==> src/rtl/clkmode_pkg.sv <==
package clkmode_pkg;
   localparam int REG_W    = 8;
   localparam int B_F1STOP = 2;
   localparam int B_DRIVE  = 3;
   localparam int B_PINSEL = 4;
   localparam int B_MSTOP  = 5;
   localparam int B_DIV8   = 6;
   localparam int B_SYSSEL = 7;

   typedef enum logic [1:0] {
      SRC_MAIN   = 2'd0,
      SRC_PLL    = 2'd1,
      SRC_ONCHIP = 2'd2,
      SRC_SUB    = 2'd3
   } cpu_src_t;
endpackage

==> src/rtl/clkmode_wmask.sv <==
// Per-bit write staging: reserved bits read zero, lockable bits hold under lock.
module clkmode_wmask #(
   parameter int            W         = 8,
   parameter logic [W-1:0]  LOCK_MASK = 8'hA4,
   parameter logic [W-1:0]  IMPL_MASK = 8'hFC
) (
   input  logic [W-1:0] cur,
   input  logic         wr_en,
   input  logic [W-1:0] wr_data,
   input  logic         lock,
   output logic [W-1:0] staged
);
   logic unused_rsv;
   assign unused_rsv = ^(wr_data & ~IMPL_MASK) ^ ^(cur & ~IMPL_MASK);

   for (genvar i = 0; i < W; i++) begin : g_bit
      if (!IMPL_MASK[i]) begin : g_rsv
         assign staged[i] = 1'b0;
      end else if (LOCK_MASK[i]) begin : g_lockable
         assign staged[i] = (wr_en && !lock) ? wr_data[i] : cur[i];
      end else begin : g_plain
         assign staged[i] = wr_en ? wr_data[i] : cur[i];
      end
   end
endmodule

==> src/rtl/clkmode_force.sv <==
// Hardware force rules applied on top of the staged write value.
module clkmode_force
   import clkmode_pkg::*;
(
   input  logic [REG_W-1:0] staged,
   input  logic             stop_entry,
   output logic [REG_W-1:0] nxt
);
   always_comb begin
      nxt = staged;
      if (stop_entry || !staged[B_PINSEL])
         nxt[B_DRIVE] = 1'b1;
      if (stop_entry || (staged[B_SYSSEL] && staged[B_MSTOP]))
         nxt[B_DIV8] = 1'b1;
   end
endmodule

==> src/rtl/clkmode_srcsel.sv <==
// CPU clock source code from the system select bit and the external selector.
module clkmode_srcsel
   import clkmode_pkg::*;
#(
   parameter int SEL_W = 2
) (
   input  logic             sys_sub,
   input  logic [SEL_W-1:0] src_sel,
   output cpu_src_t         src
);
   always_comb begin
      if (sys_sub)
         src = SRC_SUB;
      else if (src_sel == SEL_W'(0))
         src = SRC_MAIN;
      else if (src_sel == SEL_W'(1))
         src = SRC_PLL;
      else
         src = SRC_ONCHIP;
   end
endmodule

==> src/rtl/clkmode_ctl.sv <==
module clkmode_ctl
   import clkmode_pkg::*;
#(
   parameter logic [REG_W-1:0] RESET_VAL = 8'h08,
   parameter logic [REG_W-1:0] LOCK_MASK = 8'hA4,
   parameter logic [REG_W-1:0] IMPL_MASK = 8'hFC,
   parameter int               SEL_W     = 2
) (
   input  logic             clk,
   input  logic             rst_n,
   input  logic             wr_en,
   input  logic [REG_W-1:0] wr_data,
   input  logic             lock,
   input  logic             stop_entry,
   input  logic             wait_entry,
   input  logic             resume,
   input  logic [SEL_W-1:0] src_sel,
   output logic [REG_W-1:0] rd_data,
   output logic             per_gate_off,
   output logic             sub_drive_hi,
   output logic             xc_osc_sel,
   output logic             main_stop_req,
   output logic             main_div8,
   output logic [1:0]       cpu_src,
   output logic             lock_err
);
   if (!RESET_VAL[B_PINSEL] && !RESET_VAL[B_DRIVE]) begin : g_bad_reset
      initial $fatal(1, "RESET_VAL violates the drive force rule");
   end
   if ((RESET_VAL & ~IMPL_MASK) != '0) begin : g_bad_rsv
      initial $fatal(1, "RESET_VAL sets reserved bits");
   end
   if (SEL_W < 2) begin : g_bad_sel
      initial $fatal(1, "SEL_W must be at least 2");
   end

   logic [REG_W-1:0] mode_q, staged, nxt;
   logic             sleeping_q, lock_q, lock_err_q;
   cpu_src_t         src;

   clkmode_wmask #(
      .W(REG_W), .LOCK_MASK(LOCK_MASK), .IMPL_MASK(IMPL_MASK)
   ) u_wmask (
      .cur(mode_q), .wr_en(wr_en), .wr_data(wr_data), .lock(lock), .staged(staged)
   );

   clkmode_force u_force (
      .staged(staged), .stop_entry(stop_entry), .nxt(nxt)
   );

   clkmode_srcsel #(.SEL_W(SEL_W)) u_src (
      .sys_sub(mode_q[B_SYSSEL]), .src_sel(src_sel), .src(src)
   );

   always_ff @(posedge clk or negedge rst_n) begin
      if (!rst_n) begin
         mode_q     <= RESET_VAL;
         sleeping_q <= 1'b0;
         lock_q     <= 1'b0;
         lock_err_q <= 1'b0;
      end else begin
         mode_q     <= nxt;
         sleeping_q <= wait_entry | (sleeping_q & ~resume);
         lock_q     <= lock;
         lock_err_q <= lock & ~lock_q & mode_q[B_SYSSEL];
      end
   end

   assign rd_data       = mode_q;
   assign per_gate_off  = mode_q[B_F1STOP] & sleeping_q;
   assign sub_drive_hi  = mode_q[B_DRIVE];
   assign xc_osc_sel    = mode_q[B_PINSEL];
   assign main_stop_req = mode_q[B_MSTOP];
   assign main_div8     = mode_q[B_DIV8];
   assign cpu_src       = src;
   assign lock_err      = lock_err_q;
endmodule

==> config.mk <==
export PLATFORM = sky130hd
export DESIGN_NAME = clkmode_ctl
export DESIGN_NICKNAME = d
export VERILOG_FILES = /design/src/rtl/clkmode_pkg.sv /design/src/rtl/clkmode_wmask.sv /design/src/rtl/clkmode_force.sv /design/src/rtl/clkmode_srcsel.sv /design/src/rtl/clkmode_ctl.sv
export SDC_FILE = /design/constraint.sdc
export NUM_CORES = 1
export LEC_CHECK = 0
export BUFFER_PORTS_ARGS = -buffer_cell sky130_fd_sc_hd__buf_2
export CAP_MARGIN = 20
export CORE_AREA = 2 2 39 41
export DETAILED_ROUTE_END_ITERATION = 6
export DIE_AREA = 0 0 41 43
export GPL_ROUTABILITY_DRIVEN = 0
export PLACE_DENSITY_LB_ADDON = 0.2
export SETUP_SLACK_MARGIN = 0.5
export SYNTH_ARGS = -nofsm -noshare
export SYNTH_HDL_FRONTEND = slang
export SYNTH_SLANG_ARGS = --single-unit
export TNS_END_PERCENT = 50
==> constraint.sdc <==
create_clock -name clk -period 0.85 [get_ports clk]
set_input_delay 0.1275 -clock clk [delete_from_list [all_inputs] [get_ports clk]]
set_output_delay 0.1275 -clock clk [all_outputs]
set_load 0.05 [all_outputs]
==> results.cfg, run 1 <==
[grt]
grt_pass1_vias = 328
overflow = 0
grt_start_max_net_pins = 10
antenna_found_initial = 0
grt_usage = 0.116
grt_pass1_wl_mm = 1.33

[power]
switching_power_mw = 0.525
switching_share = 0.366
p_seq_frac = 0.357
power.share.clock = 0.216
p_leak_nw = 0.376
power_frac_comb = 0.427
powerDensity_nw_per_um2 = 1970
p_int_mw = 0.909
peakVddDrop_mv = 0.983
power_mw = 1.43

[die]
row_count = 14
dieHeight_um = 43
io_pins = 33
die-area_um2 = 1760
die_w_um = 41
initial_core_util = 0.319
core_area_um2 = 1380

[timing]
fin_crit_sh = 1.37
max_freq_ghz = 0.859
finalSetupViolCount = 18
slew_viol_final = 0
min_period_ns = 1.16
finClkSkew_ns = 0.00435
setup_tns_ns = -2.63
rsz0062_at_grt = true
setup_ws_ns = -0.315
timing.final.hold_violations = 9
hold_slack_ns = -0.291

[yosys]
syn_area_um2 = 442
yosysUniqueCellTypes = 17
ys_ff_latch = 9
syn-instance-count = 37
avgSynthCellArea_um2 = 11.9
yosysWarnings = 0
yosysTopAreaCellShare = 0.453
synth_area_leaders = dfrtp_1 (45%), buf_4 (12%), mux2_4 (10%)
synth_top_area_cell = dfrtp_1
seq_area_frac_synth = 0.513

[layout]
final_common_cell = buf_2
antenna_cells = 0
drive_above_1_share = 0.721
fin_cells = 84
nets = 86
num-fill-cells = 132
final_cell_mix = buf_2 (15), buf_6 (11), dfrtp_1 (4), buf_4 (4), dfrtp_2 (4)
syn_to_final_growth_pct = 64.3

[critical_path]
crit_type = reg -> out
cp_data_required_time_ns = 0.72
worstPathArrival_ns = 1.04
start_kind = flip-flop
critPathCaptureType = output pin
critPathTopFamily = flip-flops
path_cells = or2_4 > buf_6
critPathBufInv = 1
crit_fanout = 4
worst_path_largest_cell_delay_ns = 0.40
cp_slowest_cell = dfrtp_1

[run_status]
violations = hold timing, setup timing
status = finished with violations

[cts]
cts_buffers = 3
clockBufferDepth = 2
clk_latency_ns = 0.25
clock_sinks = 9
htree_levels = 1
cts_tree = built
clk_pin_slew_ns = 0.06
cts-root-buf = clkbuf_4

[drt]
postRouteAntennaNets = 0
vias_per_cell = 4.27
drt_iter0_markers = 0
wirelength_um = 843
num_vias = 359
wl_per_cell_um = 10.0
firstDrtPassIters = 1
drc_errors = 0

[worst_hold_path]
hp-class = in -> async

[place]
dp_cells = 78
dp_slack_ns = -0.104
port_buffers = 28
hpwl_um = 656

[flow_run]
maxCapViolCount = 0
## final timing paths
path | depth (start not counted) | to | start | slack (ns)
max | 2 | cpu_src[1] | rd_data[7] | -0.31
min | 1 | lock_q | rst_n | -0.29
max reg2reg | 3 | rd_data[7] | rd_data[7] | -0.19
min reg2reg | 1 | lock_err | lock_q | 0.39
max in group asynchronous | 1 | rd_data[3] | rst_n | 0.90
min in group clk | 1 | lock_q | lock | 0.03
## state kept, by name (all words and copies together), names as in the netlist
signal,count
rd_data,6
lock_q,1
lock_err,1
sleeping_q,1
## timing repair
| action | 4_1_cts | 5_1_grt |
|---|---|---|
| hold endpoints to repair | 9 | 9 |
| setup buffers | 1 | 1 |
| gates resized for setup | 31 | 1 |
| endpoints found under the setup margin | 22 | 22 |
| pin swaps | 2 | 1 |
## cells in the mapped netlist (all sizes together)
cell type	number
mux2i	2
inv	3
and2	1
dfstp	1
nor2	1
mux2	4
nand4b	1
or2	1
conb	1
nand3	1
buf	7
a21o	2
and2b	1
dfrtp	8
nand2	2
o2111ai	1
## power groups by stage
stage               sequential, mW  clock [mW]  combinational, mW
detailed placement           0.509           0              0.493
finish                       0.512       0.310              0.611
global route                 0.516       0.374              0.645
global placement             0.508           0              0.493
CTS                          0.513       0.327              0.603
floorplan                    0.612           0              0.323
## metal layers
metal,GRT usage,share of wire
met1,0.150,0.39
met2,0.150,0.53
met3,0.0314,0.074
met4,0.100,0.0095
met5,0,0
## cell type report
type,instances,area (um2),area share
Timing Repair Buffer,33,274,0.378
Sequential cell,9,231,0.319
Multi-Input combinational cell,19,163,0.224
Clock buffer,4,26.3,0.0362
Tap cell,16,20.0,0.0276
Inverter,3,11.3,0.0155
## metrics by stage
stage	instance area [um2]	utilization	hold slack [ns]
2_1_floorplan	484	-	-0.168
5_1_grt	726	0.524	-0.296
3_3_place_gp	584	0.422	-0.0117
3_5_place_dp	584	0.422	-0.0156
6_report	726	0.524	-0.291
4_1_cts	716	0.517	-0.294
## cells by family after synthesis
kind of cell	after synthesis	share of synthesized area
mux	6	0.173
other cells	1	0.00849
buf+inv	10	0.144
flops	9	0.513
compound gates	3	0.0538
simple gates	8	0.108
Power figures use the tool's default switching activity.
==> inputs of run 2 (changes only) <==
==> constraint.sdc (replaced) <==
create_clock -name clk -period 1.2 [get_ports clk]
set_input_delay 0.18 -clock clk [delete_from_list [all_inputs] [get_ports clk]]
set_output_delay 0.18 -clock clk [all_outputs]
set_load 0.05 [all_outputs]
==> run 2 against run 1 <==
Compared with the run above:
- the run ends with setup timing left
- wire length up 5.1%
- core utilization grew 3.3 points
- cell area is 6.4% higher
- combinational power fell by 22%
- largest cell class unchanged
- critical path depth is the same
- via count is 1.7% lower
- worst setup slack improved by 0.31 ns
- clock skew is 0.0034 ns lower
==> results.cfg, run 2 (synthesis results as in run 1) <==
[run_status]
status = finished with violations
violations = setup timing

[timing]
slew_viol_final = 0
finalSetupViolCount = 1
hold_slack_ns = 0.0667
rsz0062_at_grt = true
fin_crit_sh = 1.00
min_period_ns = 1.20
timing.final.hold_violations = 0
finClkSkew_ns = 0.000975
max_freq_ghz = 0.832
setup_ws_ns = -0.00235

[layout]
drive_above_1_share = 0.731
fin_cells = 83
final_core_util = 0.558
final_area_um2 = 772
syn_to_final_growth_pct = 74.8
final_common_cell = buf_2
largest_reg_flops = 6
antenna_cells = 0
nets = 85
final_cell_mix = buf_2 (14), buf_8 (11)

[grt]
grt_pass1_vias = 323
overflow = 0
antenna_found_initial = 0
grt_usage = 0.117
grt_start_max_net_pins = 10
grt_pass1_wl_mm = 1.30

[place]
detailed_place.area_um2 = 571
dp_cells = 75
dp_slack_ns = 0.154
port_buffers = 28
hpwl_um = 669

[die]
dieHeight_um = 43
die-area_um2 = 1760
initial_core_util = 0.319
core_area_um2 = 1380
io_pins = 33
die_w_um = 41
row_count = 14

[critical_path]
critPathBufInv = 1
crit_type = reg -> out
critPathTopFamily = flip-flops
crit_fanout = 3
worst_path_largest_cell_delay_ns = 0.39
critPathCaptureType = output pin
worstPathArrival_ns = 1.02
path_cells = or2_4 > buf_6
cp_data_required_time_ns = 1.02
start_kind = flip-flop
cp_slowest_cell = dfrtp_1

[drt]
vias_per_cell = 4.25
wirelength_um = 886
firstDrtPassIters = 1
wl_per_cell_um = 10.7
postRouteAntennaNets = 0
num_vias = 353
drc_errors = 0
drt_iter0_markers = 0

[power]
peakVddDrop_mv = 0.630
p_leak_nw = 0.389
powerDensity_nw_per_um2 = 1380

[cts]
cts_tree = built
clk_latency_ns = 0.25
cts_buffers = 3
htree_levels = 1
clockBufferDepth = 2
clk_pin_slew_ns = 0.06
cts-root-buf = clkbuf_4
clock_sinks = 9

[flow_run]
maxCapViolCount = 0

[worst_hold_path]
hp-class = in -> reg
==> run 2: cell types whose count changed in the layout (fill, tap and decap cells not counted), sizes merged <==
| cell | change |
|---|---|
| buf | -2 |
| dlygate4sd3 | +1 |
==> run 2: timing repair <==
action,4_1_cts,5_1_grt
resized for setup,41,2
hold buffers,1,0
buffers inserted,3,0
setup endpoints to repair,20,21
hold endpoints to repair,9,0
pin swaps,1,0
==> run 2: final cells by class <==
class                      instances  area (um2)
fill                             135         612
tap                               16        20.0
clock buffer                       4        26.3
inverter                           3        11.3
multi-input combinational         19         178
timing repair buffer              32         305
sequential                         9         231
==> run 2: final timing paths <==
path	depth (start not counted)	slack [ns]	endpoint	startpoint
worst max-delay path	2	-0.002	cpu_src[1]	rd_data[7]
worst min-delay path	1	0.07	lock_q	lock
worst max register to register	3	0.15	rd_data[7]	rd_data[7]
worst min register to register	1	0.39	lock_err	lock_q
max in group asynchronous	2	0.66	rd_data[3]	rst_n
min in group asynchronous	2	0.30	rd_data[7]	rst_n
==> run 2: power by group <==
group	switching, mW	internal, mW
Clock	0.0950	0.127
Sequential	0.0306	0.336
Combinational	0.261	0.213
Total	0.387	0.676
==> run 2: per-layer routing <==
| layer | share of wire | wire length (um) | GRT usage |
|---|---|---|---|
| met5 | 0 | 0 | 0 |
| met4 | 0 | 0 | 0.0800 |
| met3 | 0.071 | 63 | 0.0471 |
| met2 | 0.57 | 509 | 0.178 |
| met1 | 0.35 | 313 | 0.123 |
==> run 2: worst register-to-register path: cells and delay by family, from the launching register on <==
| kind | cells | cell delay [ns] |
|---|---|---|
| mux | 1 | 0.26 |
| buf+inv | 2 | 0.29 |
| flops | 1 | 0.39 |
==> run 2: per-stage QoR <==
step            TNS, ns  power [mW]
3_5_place_dp          0       0.704
5_1_grt         -0.0442        1.12
3_3_place_gp          0       0.702
2_1_floorplan         0       0.666
4_1_cts         -0.0278        1.08
6_report       -0.00235        1.06
==> inputs of run 3 (changes only) <==
--- a/config.mk
+++ b/config.mk
@@ -5,6 +5,7 @@
 export SDC_FILE = /design/constraint.sdc
 export NUM_CORES = 1
 export LEC_CHECK = 0
+export ABC_AREA = 1
 export BUFFER_PORTS_ARGS = -buffer_cell sky130_fd_sc_hd__buf_2
 export CAP_MARGIN = 20
 export CORE_AREA = 2 2 39 41
==> run 3 against run 2 <==
Compared with the run above:
- the run still ends with setup timing left
- global-route usage is 0.62 points higher
- largest power group unchanged
- sequential share of layout area grew 0.59 points
- largest cell class unchanged
- maximum frequency decreased by 0.30%
- cell count up 16%
- die area unchanged
- highest routed layer is now met4
- worst hold slack better by 0.0072 ns
- combinational power decreased by 13%
- area after synthesis increased by 2.8%
==> results.cfg, run 3 <==
[critical_path]
critPathCaptureType = output pin
crit_type = reg -> out
cp_data_required_time_ns = 1.02
start_kind = flip-flop
worstPathArrival_ns = 1.03
crit_fanout = 3

[die]
dieHeight_um = 43
core_area_um2 = 1380
row_count = 14
die_w_um = 41
die-area_um2 = 1760
initial_core_util = 0.328
io_pins = 33

[yosys]
synth_area_leaders = dfrtp_1 (44%), buf_4 (12%), nand2_1 (9.9%)
synth_commonest_cells = nand2_1 (12), dfrtp_1 (8), buf_4 (7)
yosysWarnings = 0
avgSynthCellArea_um2 = 8.73
ys_ff_latch = 9
synth_ff_type = dfrtp_1
syn_area_um2 = 454
synthArstFlopShare = 1.00
yosysMostFrequentCell = nand2_1
yosysUniqueCellTypes = 19
synth_edf_count = 0
syn-instance-count = 52
seq_area_frac_synth = 0.499
yosysTopAreaCellShare = 0.441
synth_top_area_cell = dfrtp_1

[cts]
clockBufferDepth = 2
clock_sinks = 9
cts_tree = built
clk_pin_slew_ns = 0.06
htree_levels = 1
clk_latency_ns = 0.26
cts-root-buf = clkbuf_4
cts_buffers = 3

[drt]
vias_per_cell = 4.08
postRouteAntennaNets = 0
firstDrtPassIters = 2
drc_errors = 0
num_vias = 392
drt_iter0_markers = 8
wl_per_cell_um = 9.67
wirelength_um = 928

[layout]
antenna_cells = 0
largest_reg_flops = 6
final_area_um2 = 757
final_cell_mix = buf_2 (14), buf_8 (11), nand2_1 (9), nand2_2 (6)
syn_to_final_growth_pct = 66.7
drive_above_1_share = 0.625
fin_cells = 96
final_common_cell = buf_2
num-fill-cells = 132
nets = 98

[grt]
grt_usage = 0.123
grt_start_max_net_pins = 10
grt_pass1_wl_mm = 1.40
antenna_found_initial = 0
overflow = 0
grt_pass1_vias = 346

[timing]
max_freq_ghz = 0.829
finalSetupViolCount = 1
hold_slack_ns = 0.0739
slew_viol_final = 0
rsz0062_at_grt = true
setup_tns_ns = -0.00601
setup_ws_ns = -0.00601
finClkSkew_ns = 0.00528
timing.final.hold_violations = 0
min_period_ns = 1.21
fin_crit_sh = 1.01

[power]
switching_share = 0.381
switching_power_mw = 0.385
p_seq_frac = 0.355
power_mw = 1.01
power_frac_comb = 0.410
powerDensity_nw_per_um2 = 1330
p_int_mw = 0.625
power.share.clock = 0.235
peakVddDrop_mv = 0.500
p_leak_nw = 0.391

[place]
hpwl_um = 706
detailed_place.area_um2 = 572
dp_cells = 89
port_buffers = 28

[flow_run]
maxCapViolCount = 0

[run_status]
status = finished with violations
violations = setup timing

[worst_hold_path]
hp-class = in -> reg
run 3: cell types whose count changed after synthesis, moves of 2 or more:
cell / delta
nand3_1: +2
mux2_4: -3
nand2_2: +3
a21o_1: -2
nor2_1: +2
nand2_1: +10
mux2i_1: -2
run 3: cells by family after synthesis:
logic type,count (synthesis),synth area share
flip-flops,9,0.499
AO/OA/AOI/OAI,4,0.0496
AND/OR/NAND/NOR,24,0.248
other,1,0.00826
buffers and inverters,14,0.196
run 3: power groups by stage:
stage               clock network, mW  registers [mW]  logic (mW)
finish                          0.238           0.358       0.414
detailed placement                  0           0.356       0.311
global route                    0.255           0.362       0.437
global placement                    0           0.355       0.309
floorplan                           0           0.419       0.216
CTS                             0.240           0.361       0.405
run 3: critical path, stage by stage, from the launching register on:
cell     delay (ns)
dfrtp_1        0.39
or2_4          0.23
buf_6          0.15
run 3: final timing paths:
path                             from          to  slack [ns]  depth (start not counted)
max                        rd_data[7]  cpu_src[1]      -0.006                          2
min                              lock      lock_q        0.07                          1
max reg2reg                rd_data[7]  rd_data[6]        0.36                          5
min reg2reg                    lock_q    lock_err        0.40                          1
max in group asynchronous       rst_n  rd_data[3]        0.64                          2
min in group asynchronous       rst_n  rd_data[2]        0.31                          2
run 3: repair_timing:
item,CTS,global route
hold buffers,1,0
endpoints found under the hold margin,9,0
setup buffers,1,1
pin swaps,2,3
resized for setup,39,2
endpoints found under the setup margin,17,19
run 3: cell type report:
class,count,area (um2),area share
repair buffers,31,294,0.388
flip-flops and latches,9,231,0.306
multi-input cells,30,156,0.207
inverters,6,28.8,0.0380
clock buffers,4,26.3,0.0347
well taps,16,20.0,0.0264
run 3: per-layer routing:
| layer | GRT usage | share of wire | up-vias |
|---|---|---|---|
| met5 | 0 | 0 | - |
| met4 | 0.0800 | 0.014 | 0 |
| met3 | 0.0314 | 0.046 | 4 |
| met2 | 0.172 | 0.52 | 13 |
| met1 | 0.160 | 0.41 | 172 |
| li1 | - | - | 203 |
run 3: stage by stage:
step	worst slack, ns	util
global route	-0.0368	0.547
finish	-0.00601	0.547
global placement	0.210	0.413
CTS	-0.0139	0.538
detailed placement	0.202	0.413
floorplan	0.141	-
